$ cat config.mk
export PLATFORM = sky130hd
export DESIGN_NAME = bsc_unit
export DESIGN_NICKNAME = d
export VERILOG_FILES = /design/src/rtl/bsc_pkg.sv /design/src/rtl/bsc_prio_enc.sv /design/src/rtl/bsc_popcnt.sv /design/src/rtl/bsc_unit.sv
export SDC_FILE = /design/constraint.sdc
export NUM_CORES = 1
export LEC_CHECK = 0
export ABC_CLOCK_PERIOD_IN_PS = 8650
export BUFFER_PORTS_ARGS = -buffer_cell sky130_fd_sc_hd__buf_2
export CAP_MARGIN = 20
export CORE_MARGIN = 2
export CORE_UTILIZATION = 50
export DETAILED_ROUTE_END_ITERATION = 8
export HOLD_SLACK_MARGIN = 0.12
export PLACE_DENSITY_LB_ADDON = 0.25
export SETUP_SLACK_MARGIN = 0.3
export SLEW_MARGIN = 20
export SYNTH_ARGS = -nofsm -noshare
export SYNTH_HDL_FRONTEND = slang
export SYNTH_SLANG_ARGS = --single-unit
$ cat constraint.sdc
create_clock -name clk -period 8.65 [get_ports clk]
set_input_delay 0.4325 -clock clk [delete_from_list [all_inputs] [get_ports clk]]
set_output_delay 0.4325 -clock clk [all_outputs]
set_load 0.03 [all_outputs]
$ cat src/rtl/bsc_pkg.sv
// Shared codes for the bit scan and count unit.
// Assumes: function and width encodings below are fixed interface values.
package bsc_pkg;
    typedef enum logic [2:0] {
        FN_LOW_IDX  = 3'd0,
        FN_HIGH_IDX = 3'd1,
        FN_LEAD_Z   = 3'd2,
        FN_TRAIL_Z  = 3'd3,
        FN_ONES     = 3'd4
    } bsc_func_e;

    typedef enum logic [1:0] {
        WSEL_16 = 2'd0,
        WSEL_32 = 2'd1,
        WSEL_64 = 2'd2
    } bsc_wsel_e;

    // True for the two scan functions, which hold the result on zero input.
    function automatic logic is_scan(input logic [2:0] f);
        return (f == FN_LOW_IDX) || (f == FN_HIGH_IDX);
    endfunction
endpackage

$ cat src/rtl/bsc_prio_enc.sv
// Priority encoder: returns the index of the lowest (FROM_TOP=0) or highest
// (FROM_TOP=1) set bit of the word, plus a found flag.
// Assumes: idx is don't-care (0) when found is low.
module bsc_prio_enc #(
    parameter int W        = 64,
    parameter bit FROM_TOP = 1'b0,
    localparam int IW      = $clog2(W)
) (
    input  logic [W-1:0]  data,
    output logic [IW-1:0] idx,
    output logic          found
);
    generate
        if (FROM_TOP) begin : g_top
            // Scan upward so the highest set bit is written last.
            always_comb begin
                idx = '0;
                for (int i = 0; i < W; i++) begin
                    if (data[i]) idx = IW'(i);
                end
            end
        end else begin : g_bot
            // Scan downward so the lowest set bit is written last.
            always_comb begin
                idx = '0;
                for (int i = W - 1; i >= 0; i--) begin
                    if (data[i]) idx = IW'(i);
                end
            end
        end
    endgenerate

    assign found = |data;
endmodule

$ cat src/rtl/bsc_popcnt.sv
// Ones counter built as two levels: per-chunk counts, then a sum of chunks.
// Assumes: W is a multiple of CHUNK_W.
module bsc_popcnt #(
    parameter int W       = 64,
    parameter int CHUNK_W = 8,
    localparam int NCH    = W / CHUNK_W,
    localparam int CW     = $clog2(CHUNK_W) + 1,
    localparam int OW     = $clog2(W) + 1
) (
    input  logic [W-1:0]  data,
    output logic [OW-1:0] count
);
    logic [CW-1:0] chunk_cnt [NCH];

    generate
        for (genvar c = 0; c < NCH; c++) begin : g_chunk
            // Count the ones of one chunk.
            always_comb begin
                chunk_cnt[c] = '0;
                for (int b = 0; b < CHUNK_W; b++) begin
                    chunk_cnt[c] = chunk_cnt[c] + CW'(data[c*CHUNK_W + b]);
                end
            end
        end
    endgenerate

    // Add the chunk counts together.
    always_comb begin
        count = '0;
        for (int c = 0; c < NCH; c++) begin
            count = count + OW'(chunk_cnt[c]);
        end
    end
endmodule

$ cat src/rtl/bsc_unit.sv
// Two-stage bit scan and count unit.
// Stage 1 narrows the operand and finds both ends and the ones count.
// Stage 2 selects the function and applies the zero-operand rules.
// Assumes: in_valid low during reset; DATA_W divisible by 4 and by CHUNK_W.
module bsc_unit #(
    parameter int DATA_W  = 64,
    parameter int CHUNK_W = 8,
    localparam int IW     = $clog2(DATA_W),
    localparam int RW     = IW + 1,
    localparam int W_Q    = DATA_W / 4,
    localparam int W_H    = DATA_W / 2
) (
    input  logic              clk,
    input  logic              rst_n,
    input  logic              in_valid,
    input  logic [DATA_W-1:0] in_data,
    input  logic [2:0]        in_func,
    input  logic [1:0]        in_width,
    output logic              out_valid,
    output logic [RW-1:0]     out_result,
    output logic              out_zero
);
    import bsc_pkg::*;

    logic [DATA_W-1:0] narrowed;
    logic [IW-1:0]     lo_c, hi_c;
    logic              any_c, any_hi_unused;
    logic [RW-1:0]     ones_c;

    // Narrow the operand to the selected width.
    always_comb begin
        unique case (in_width)
            WSEL_16: narrowed = {{(DATA_W-W_Q){1'b0}}, in_data[W_Q-1:0]};
            WSEL_32: narrowed = {{(DATA_W-W_H){1'b0}}, in_data[W_H-1:0]};
            default: narrowed = in_data;
        endcase
    end

    bsc_prio_enc #(.W(DATA_W), .FROM_TOP(1'b0)) u_lo (
        .data(narrowed), .idx(lo_c), .found(any_c));
    bsc_prio_enc #(.W(DATA_W), .FROM_TOP(1'b1)) u_hi (
        .data(narrowed), .idx(hi_c), .found(any_hi_unused));
    bsc_popcnt #(.W(DATA_W), .CHUNK_W(CHUNK_W)) u_ones (
        .data(narrowed), .count(ones_c));

    logic          s1_valid, s1_any;
    logic [2:0]    s1_func;
    logic [1:0]    s1_wsel;
    logic [IW-1:0] s1_lo, s1_hi;
    logic [RW-1:0] s1_ones;

    // Stage 1 register: capture the partial results.
    always_ff @(posedge clk) begin
        if (!rst_n) begin
            s1_valid <= 1'b0;
            s1_any   <= 1'b0;
            s1_func  <= '0;
            s1_wsel  <= '0;
            s1_lo    <= '0;
            s1_hi    <= '0;
            s1_ones  <= '0;
        end else begin
            s1_valid <= in_valid;
            s1_any   <= any_c;
            s1_func  <= in_func;
            s1_wsel  <= in_width;
            s1_lo    <= lo_c;
            s1_hi    <= hi_c;
            s1_ones  <= ones_c;
        end
    end

    logic [RW-1:0] width_val, pick;
    logic          hold;

    // Width as a count value for the zero-count rules.
    always_comb begin
        unique case (s1_wsel)
            WSEL_16: width_val = RW'(W_Q);
            WSEL_32: width_val = RW'(W_H);
            default: width_val = RW'(DATA_W);
        endcase
    end

    // Select the requested answer and the zero-operand convention.
    always_comb begin
        hold = 1'b0;
        unique case (s1_func)
            FN_LOW_IDX: begin
                pick = RW'(s1_lo);
                hold = !s1_any;
            end
            FN_HIGH_IDX: begin
                pick = RW'(s1_hi);
                hold = !s1_any;
            end
            FN_LEAD_Z:  pick = s1_any ? (width_val - RW'(1) - RW'(s1_hi)) : width_val;
            FN_TRAIL_Z: pick = s1_any ? RW'(s1_lo) : width_val;
            default:    pick = s1_ones;
        endcase
    end

    // Stage 2 register: result, flag and valid.
    always_ff @(posedge clk) begin
        if (!rst_n) begin
            out_valid  <= 1'b0;
            out_result <= '0;
            out_zero   <= 1'b0;
        end else begin
            out_valid <= s1_valid;
            if (s1_valid) begin
                out_zero <= !s1_any;
                if (!hold) out_result <= pick;
            end
        end
    end

    logic unused_ok;
    assign unused_ok = any_hi_unused;
endmodule

==> results.ini, run 1 <==
[cts]
clockBufferDepth = 2
cts_buffers = 5
post_cts_resized = 0
postCtsSetupRepairBufs = 0
clock_latency_ns = 0.29
h-tree-depth = 2
cts-root-buf = clkbuf_8
cts_tree = built
clk_pin_slew_ns = 0.08
clock_sinks = 35
cts_hold_buffers = 0

[logic_synthesis]
yosys.area.top_type_share_pct = 19.8
synth_nets = 829
synth_flop_cell = dfxtp_1
avgSynthCellArea_um2 = 8.02
synthCells = 657
yosysWarnings = 0
synth.most_common_cell = inv_1
syn_area_um2 = 5270
synth-seq-cells = 35
yosysSeqAreaShare_pct = 13.3
synth_edf_count = 0
synthDistinctLibCells = 61
ys_async_sr_fraction_pct = 0
synth_top_cells_by_area = fa_1 (20%), dfxtp_1 (13%), ha_1 (11%), inv_1 (7.1%), a21oi_1 (4.5%)
synth_largest_area_cell = fa_1
synth_common_cells = inv_1 (99), nand2_1 (60), nor2_1 (57)

[min_path]
min_from = in_func[1]
hp-class = in -> reg

[timing]
rsz0062_at_grt = no
hold_viol = 0
tightest_slew_ns = 0.866
clock.fmax_ghz = 0.145
final_max_slew_viol_count = 0
finalCritPeriodShare_pct = 80.0
fin_worst_skew_ns = 0.00746
layout_min_cycle_time_ns = 6.92
max-slew-margin-rel_pct = 41.5
fin_setup_tns_ns = 0
finalSetupViolations = 0

[critical_path]
reg2reg_from = s1_wsel[1]$_SDFF_PN0_
r2r_setup_slack_ns = 6.48
start_kind = primary input
worstSetupPathType = in -> reg
endpoint_kind = flop
arrival_ns = 7.08
crit_start = in_width[1]
path_max_fanout = 37
required_ns = 8.81

[placement]
routabilityCongestion = 0.940
placed_area_um2 = 5750
dp.cells = 855
post-dp-hpwl_mm = 12.9
numPortBuffers = 80

[finish]
antenna_cells = 0
area_growth_pct = 11.5
final_area_um2 = 5870
fin_cells = 863
nets = 898
drive_above_1_share_pct = 14.7

[global_route]
grt_pass1_wl_mm = 24.2
antenna_found_initial = 0
use_met3_pct = 1.88
grt_pass1_vias = 4886
grt_overflow = 0
grtUsageMet1_pct = 34.2
use_met2_pct = 48.8
busiest_layer = met2
grtUsageTotal_pct = 26.9
grt_max_degree = 38

[routing]
dr.pass1.iters = 6
antenna_left = 0
vias = 5060
drc = 0
vias_per_cell = 5.86
drt-initial-drc-count = 468
wl_mm = 15.2
routedWlPerCell_um = 17.6

[die]
die_w_um = 107
start_util_pct = 51.3
dieHeight_um = 107
die-area_um2 = 11400
row_count = 37
core_um2 = 10300
ioPinCount = 81

[job]
drv_cap = 0

[pwr]
ir_drop_v = 0.000421
powerDensity_nw_per_um2 = 326
power.leakage_nw = 2.85

[run_status]
outcome = completed

-- metrics by stage --
step           total power [mW]  setup WS (ns)  hold slack [ns]  util (%)
2_1_floorplan              1.38           1.90            0.451         -
3_3_place_gp               1.66           1.65            0.482      56.0
3_5_place_dp               1.79           1.44            0.496      56.0
4_1_cts                    1.96           1.75            0.339      57.2
5_1_grt                    2.16           1.42            0.351      57.2
6_report                   1.92           1.73            0.343      57.2
-- cell families (layout without fill, tap and decap cells) --
kind of cell    Yosys count  after routing  synth area share [%]
xor+xnor                 14             14                  2.33
compound gates          176            176                  24.1
mux                      10             10                  1.90
buf+inv                 121            191                  9.10
simple gates            201            201                  18.1
fa+ha+maj               100            100                  31.2
flops                    35             35                  13.3
-- sequential cells by signal (all words and copies together) (netlist names) --
register,cells
out_result,7
s1_ones,7
s1_hi,6
s1_lo,6
s1_func,3
s1_wsel,2
out_valid,1
out_zero,1
s1_any,1
s1_valid,1
-- final timing paths --
check,endpoint,cells after the start
setup / recovery,s1_ones[6]$_SDFF_PN0_,21
hold reg to reg,out_result[2]$_SDFFE_PN0P_,2
setup reg to reg,out_result[6]$_SDFFE_PN0P_,8
hold / removal,s1_func[1]$_SDFF_PN0_,2
-- critical path, cell delays in order --
cell      delay [ns]
buf_2           0.36
buf_4           0.46
nand2_1         0.15
ha_1            0.31
inv_1           0.05
fa_1            0.50
fa_1            0.52
fa_1            0.48
fa_1            0.39
xnor2_1         0.21
fa_1            0.47
fa_1            0.47
fa_1            0.53
fa_1            0.56
ha_1            0.33
a21o_1          0.15
a21oi_1         0.21
o21bai_1        0.08
a21oi_1         0.18
xor2_1          0.16
nor2_1          0.05
-- power by group --
| part | total, mW | leakage, nW | internal (mW) | switching, mW |
|---|---|---|---|---|
| sequential | 0.206 | 0.289 | 0.195 | 0.0102 |
| clock | 0.155 | 0.0618 | 0.0947 | 0.0602 |
| combinational | 1.56 | 2.50 | 0.719 | 0.836 |
-- metal layers --
metal	up-vias	part of all wire, %
met5	-	0
met4	0	2.6
met3	28	6.3
met2	223	51
met1	2400	40
li1	2409	-
-- cell type report --
| cell class | instances | area, µm² |
|---|---|---|
| fillers | 973 | 4400 |
| multi-input cells | 501 | 4090 |
| flip-flops and latches | 35 | 701 |
| repair buffers | 82 | 415 |
| inverters | 101 | 379 |
| well taps | 136 | 170 |
| clock buffers | 6 | 82.6 |
| clock inverters | 2 | 38.8 |
-- cells in the final DEF (no fill, tap or decap), drive strengths merged, types with 10 or more instances in the layout --
cell	n
nor2	58
buf	82
mux2i	10
inv	102
ha	48
a211oi	17
nor4	10
and2	13
nand2	61
nor2b	14
a21oi	47
fa	52
dfxtp	35
nor3	20
o21ai	30
xnor2	11
a21o	10
Note: power is estimated with default switching activity, not from simulation.
==> inputs of run 2 (changes only) <==
--- a/config.mk
+++ b/config.mk
@@ -5,7 +5,7 @@
 export SDC_FILE = /design/constraint.sdc
 export NUM_CORES = 1
 export LEC_CHECK = 0
-export ABC_CLOCK_PERIOD_IN_PS = 8650
+export ABC_CLOCK_PERIOD_IN_PS = 7300
 export BUFFER_PORTS_ARGS = -buffer_cell sky130_fd_sc_hd__buf_2
 export CAP_MARGIN = 20
 export CORE_MARGIN = 2
==> constraint.sdc (replaced) <==
create_clock -name clk -period 7.3 [get_ports clk]
set_input_delay 0.365 -clock clk [delete_from_list [all_inputs] [get_ports clk]]
set_output_delay 0.365 -clock clk [all_outputs]
set_load 0.03 [all_outputs]
==> run 2 against run 1 <==
  * Sequential cell count did not move
  * Global-route usage rose by 1.5 points
  * Via count fell by 0.40%
  * Worst setup slack got worse by 1.1 ns
  * Combinational power rose by 26%
  * Largest cell class unchanged
  * Largest power group unchanged
  * Highest routed layer unchanged
==> results.ini, run 2 (same netlist as run 1, synthesis figures left out) <==
[critical_path]
critPathBufInv = 4  ; +1
path_delay_family = adder cells
crit_slowest_cell = fa_1
start_kind = primary input
endpoint_kind = flop
worstSetupPathType = in -> reg
required_ns = 7.46  ; -1.35 ns
critical_path.max_stage_delay_ns = 0.55  ; about the same
path_cells = buf_2 > inv_1 > ha_1 > inv_1 > fa_1 > fa_1 > fa_1 > fa_1 > inv_1 > fa_1 > xor2_1 > fa_1 > fa_1 > fa_1 > fa_1 > ha_1 > a21o_1 > a21oi_1 > o21bai_1 > a21oi_1 > xor2_1 > nor2_1
crit_top_cell = fa_1
arrival_ns = 6.80  ; -0.28 ns
path_max_fanout = 5  ; -86%

[routing]
vias = 5040  ; -0.40%
drt-initial-drc-count = 470  ; +0.43%
wl_mm = 15.7  ; +3.2%
antenna_left = 0  ; unchanged
dr.pass1.iters = 5  ; -1
drc = 0  ; unchanged
vias_per_cell = 5.83  ; -0.51%
routedWlPerCell_um = 18.1  ; +3.1%

[cts]
clock_sinks = 35  ; unchanged
post_cts_resized = 0  ; unchanged
postCtsSetupRepairBufs = 0  ; unchanged
clock_latency_ns = 0.28  ; about the same
cts_buffers = 5  ; unchanged
h-tree-depth = 2  ; unchanged
clk_pin_slew_ns = 0.07  ; about the same
cts_tree = built
cts-root-buf = clkbuf_8
clockBufferDepth = 2  ; unchanged
cts_hold_buffers = 0  ; unchanged

[die]
core_um2 = 10300  ; unchanged
row_count = 37  ; unchanged
dieHeight_um = 107  ; unchanged
die-area_um2 = 11400  ; unchanged
die_w_um = 107  ; unchanged
ioPinCount = 81  ; unchanged
start_util_pct = 51.3  ; unchanged

[min_path]
hp-class = in -> reg

[placement]
dp.cells = 856  ; +0.12%
numPortBuffers = 80  ; unchanged
routabilityCongestion = 0.923  ; -1.9%
post-dp-hpwl_mm = 13.2  ; +2.2%

[job]
drv_cap = 0  ; unchanged

[timing]
final_max_slew_viol_count = 0  ; unchanged
rsz0062_at_grt = no
finalSetupViolations = 0  ; unchanged
hold_viol = 0  ; unchanged
fin_setup_tns_ns = 0  ; unchanged
max-slew-margin-rel_pct = 49.2  ; +7.7 points
finalCritPeriodShare_pct = 90.9
tightest_slew_ns = 0.762  ; -0.105 ns
layout_min_cycle_time_ns = 6.63
clock.fmax_ghz = 0.151
fin_worst_skew_ns = 0.00148  ; -0.00598 ns

[global_route]
grt_max_degree = 29  ; -24%
grt_pass1_wl_mm = 25.4  ; +4.9%
grt_pass1_vias = 5055  ; +3.5%
antenna_found_initial = 0  ; unchanged
grt_overflow = 0  ; unchanged
grtUsageTotal_pct = 28.4  ; +1.5 points

[finish]
fin_cells = 864  ; +0.12%
antenna_cells = 0  ; unchanged
layout_common_cells = inv_1 (99), buf_2 (80), nand2_1 (60)
nets = 899  ; +0.11%
num-fill-cells = 1005  ; +3.3%
area_growth_pct = 11.2
largestRegisters = out_result (7), s1_ones (7)
final_common_cell = inv_1
drive_above_1_share_pct = 14.8  ; +0.12 points

[pwr]
ir_drop_v = 0.000597  ; +42%
power.leakage_nw = 2.84  ; -0.17%
powerDensity_nw_per_um2 = 400  ; +23%

[run_status]
outcome = completed

run 2: layer usage:
metal / up-vias / wire [µm] / global-route usage [%]
met5: - / 0 / 0
met3: 36 / 1210 / 3.47
li1: 2417 / - / -
met4: 0 / 481 / 9.46
met2: 240 / 7730 / 50.7
met1: 2347 / 6250 / 35.5
run 2: worst paths after layout:
path                               from                         end  slack [ns]  cells after the start
setup reg to reg  s1_wsel[1]$_SDFF_PN0_  out_result[6]$_SDFFE_PN0P_        5.26                      8
hold / removal               in_func[2]       s1_func[2]$_SDFF_PN0_        0.29                      2
hold reg to reg   out_zero$_SDFFE_PN0P_       out_zero$_SDFFE_PN0P_        0.49                      2
setup / recovery             in_data[8]       s1_ones[6]$_SDFF_PN0_        0.67                     22
run 2: through the flow:
stage / hold slack, ns / util, % / power, mW / instance area, µm² / worst slack, ns
6_report: 0.287 / 57.0 / 2.34 / 5860 / 0.666
5_1_grt: 0.285 / 57.0 / 2.58 / 5860 / 0.427
4_1_cts: 0.283 / 57.0 / 2.34 / 5860 / 0.669
3_5_place_dp: 0.490 / 56.2 / 2.20 / 5770 / 0.365
3_3_place_gp: 0.480 / 56.2 / 2.08 / 5770 / 0.512
2_1_floorplan: 0.445 / - / 1.64 / 5270 / 0.613
run 2: area by class of cell:
cell class	count	area, µm²	area share (%)
clock buffers	5	68.8	1.17
clock inverters	3	15.0	0.256
inverters	101	379	6.47
multi-input cells	501	4090	69.8
flip-flops and latches	35	701	12.0
well taps	136	170	2.91
repair buffers	83	435	7.43
run 2: where the power goes:
part / internal [mW] / leakage, nW / switching (mW) / total [mW]
sequential: 0.232 / 0.289 / 0.0123 / 0.244
combinational: 0.869 / 2.50 / 1.10 / 1.97
clock: 0.0651 / 0.0477 / 0.0661 / 0.131
==> inputs of run 3 (changes only) <==
--- a/config.mk
+++ b/config.mk
@@ -13,8 +13,8 @@
 export DETAILED_ROUTE_END_ITERATION = 8
 export HOLD_SLACK_MARGIN = 0.12
 export PLACE_DENSITY_LB_ADDON = 0.25
+export REMOVE_ABC_BUFFERS = 1
 export SETUP_SLACK_MARGIN = 0.3
-export SLEW_MARGIN = 20
 export SYNTH_ARGS = -nofsm -noshare
 export SYNTH_HDL_FRONTEND = slang
 export SYNTH_SLANG_ARGS = --single-unit
==> run 3 against run 2 <==
  * Combinational power shrank 9%
  * Cell count up 0.12%
  * Largest cell class unchanged
  * Utilization is essentially flat
  * Total power shrank 6.9%
  * Worst hold slack got worse by 0.0045 ns
  * Worst setup slack improved by 0.069 ns
  * Critical path type unchanged
==> results.ini, run 3 (same netlist as run 1, synthesis figures left out) <==
[run_status]
outcome = completed

[cts]
clockBufferDepth = 2  ; unchanged
cts_buffers = 5  ; unchanged
cts-root-buf = clkbuf_8
postCtsSetupRepairBufs = 0  ; unchanged
h-tree-depth = 2  ; unchanged
clock_latency_ns = 0.29  ; about the same
cts_hold_buffers = 0  ; unchanged
clock_sinks = 35  ; unchanged
clk_pin_slew_ns = 0.07  ; about the same
post_cts_resized = 0  ; unchanged
cts_tree = built

[die]
ioPinCount = 81  ; unchanged
row_count = 37  ; unchanged
core_um2 = 10300  ; unchanged
start_util_pct = 51.3  ; unchanged
dieHeight_um = 107  ; unchanged
die-area_um2 = 11400  ; unchanged
die_w_um = 107  ; unchanged

[routing]
wl_mm = 15.2  ; -2.8%
vias = 5073  ; +0.65%
routedWlPerCell_um = 17.6  ; -2.9%
dr.pass1.iters = 5  ; unchanged
wl_met3_um = 929  ; -23%
highest_layer = met4
drt-initial-drc-count = 500  ; +6.4%
antenna_left = 0  ; unchanged
drc = 0  ; unchanged
dr_wl_met2_mm = 7.40  ; -4.3%
met1_length_mm = 6.37  ; +1.9%
vias_per_cell = 5.86  ; +0.54%

[timing]
tightest_slew_ns = 0.775  ; +0.0133 ns
final_max_slew_viol_count = 0  ; unchanged
rsz0062_at_grt = no
layout_min_cycle_time_ns = 6.57  ; -0.0690 ns
holdWs_ns = 0.282  ; -0.00445 ns
finalCritPeriodShare_pct = 89.9  ; -0.95 points
finalSetupViolations = 0  ; unchanged
fin_worst_skew_ns = 0.00770  ; +0.00622 ns
hold_viol = 0  ; unchanged
clock.fmax_ghz = 0.152  ; +1.1%
fin_setup_tns_ns = 0  ; unchanged
max-slew-margin-rel_pct = 47.0  ; -2.2 points

[pwr]
power.leakage_nw = 2.84  ; about the same
powerDensity_nw_per_um2 = 372  ; -6.8%
ir_drop_v = 0.000422  ; -29%

[finish]
final_common_cell = inv_1
antenna_cells = 0  ; unchanged
area_growth_pct = 11.1  ; about the same
multi_input_area_um2 = 4090  ; unchanged
largestRegisters = out_result (7), s1_ones (7)
drive_above_1_share_pct = 15.0  ; +0.12 points
num-fill-cells = 999  ; -0.60%
layout_common_cells = inv_1 (99), buf_2 (80), nand2_1 (60)
seq_area_um2 = 701  ; unchanged
fin_cells = 865  ; +0.12%
nets = 900  ; +0.11%
final_util_pct = 56.9  ; about the same

[global_route]
grt_pass1_vias = 4951  ; -2.1%
grt_overflow = 0  ; unchanged
grtUsageTotal_pct = 27.4  ; -0.98 points
grt_max_degree = 21  ; -28%
grt_pass1_wl_mm = 24.7  ; -2.7%
antenna_found_initial = 0  ; unchanged

[min_path]
hp-class = in -> reg

[placement]
numPortBuffers = 80  ; unchanged
routabilityCongestion = 0.948  ; +2.7%
dp.cells = 857  ; +0.12%
post-dp-hpwl_mm = 12.9  ; -2.1%

[critical_path]
path_cells = buf_2 > inv_1 > ha_1 > inv_1 > fa_1 > fa_1 > fa_1 > fa_1 > inv_1 > fa_1 > xor2_1 > fa_1 > fa_1 > fa_1 > fa_1 > ha_1 > a21o_1 > a21oi_1 > o21bai_1 > a21oi_1 > xor2_1 > nor2_1
crit_top_cell = fa_1
path_max_fanout = 5  ; unchanged
critical_path.max_stage_delay_ns = 0.62  ; +0.07 ns
critPathBufInv = 4  ; unchanged
required_ns = 7.47  ; about the same
r2r_setup_slack_ns = 5.25  ; about the same
path_delay_family = adder cells
endpoint_kind = flop
worstSetupPathType = in -> reg
arrival_ns = 6.73  ; -0.07 ns
start_kind = primary input
crit_slowest_cell = fa_1

[job]
drv_cap = 0  ; unchanged

[run 3: per-stage QoR]
step	total power, mW	setup slack (ns)	area, µm²
after floorplan	1.63	0.860	5170
after global placement	2.00	0.518	5770
after detailed placement	2.05	0.413	5770
after CTS	2.19	0.738	5850
after global routing	2.50	0.404	5850
final	2.18	0.735	5850
[run 3: final timing paths]
check                             start                    endpoint  cells after the start
setup / recovery             in_data[8]       s1_ones[6]$_SDFF_PN0_                     22
hold / removal                 in_valid         s1_valid$_SDFF_PN0_                      2
setup reg to reg  s1_wsel[1]$_SDFF_PN0_  out_result[6]$_SDFFE_PN0P_                      8
hold reg to reg   out_zero$_SDFFE_PN0P_       out_zero$_SDFFE_PN0P_                      2
[run 3: cell type report]
class / instances / area share [%]
clock buffer: 5 / 1.18
clock inverter: 3 / 0.257
inverter: 101 / 6.48
multi-input combinational: 501 / 69.9
sequential: 35 / 12.0
tap: 136 / 2.91
timing repair buffer: 84 / 7.36
[run 3: routing by layer]
metal  vias up  global-route usage, %
li1       2420                      -
met1      2407                   35.9
met2       214                   47.3
met3        32                   2.74
met4         0                   9.46
met5         -                      0
[run 3: power breakdown]
part	switching (mW)	internal [mW]	total, mW
Sequential	0.0122	0.232	0.244
Combinational	0.981	0.821	1.80
Clock	0.0686	0.0651	0.134
Total	1.06	1.12	2.18
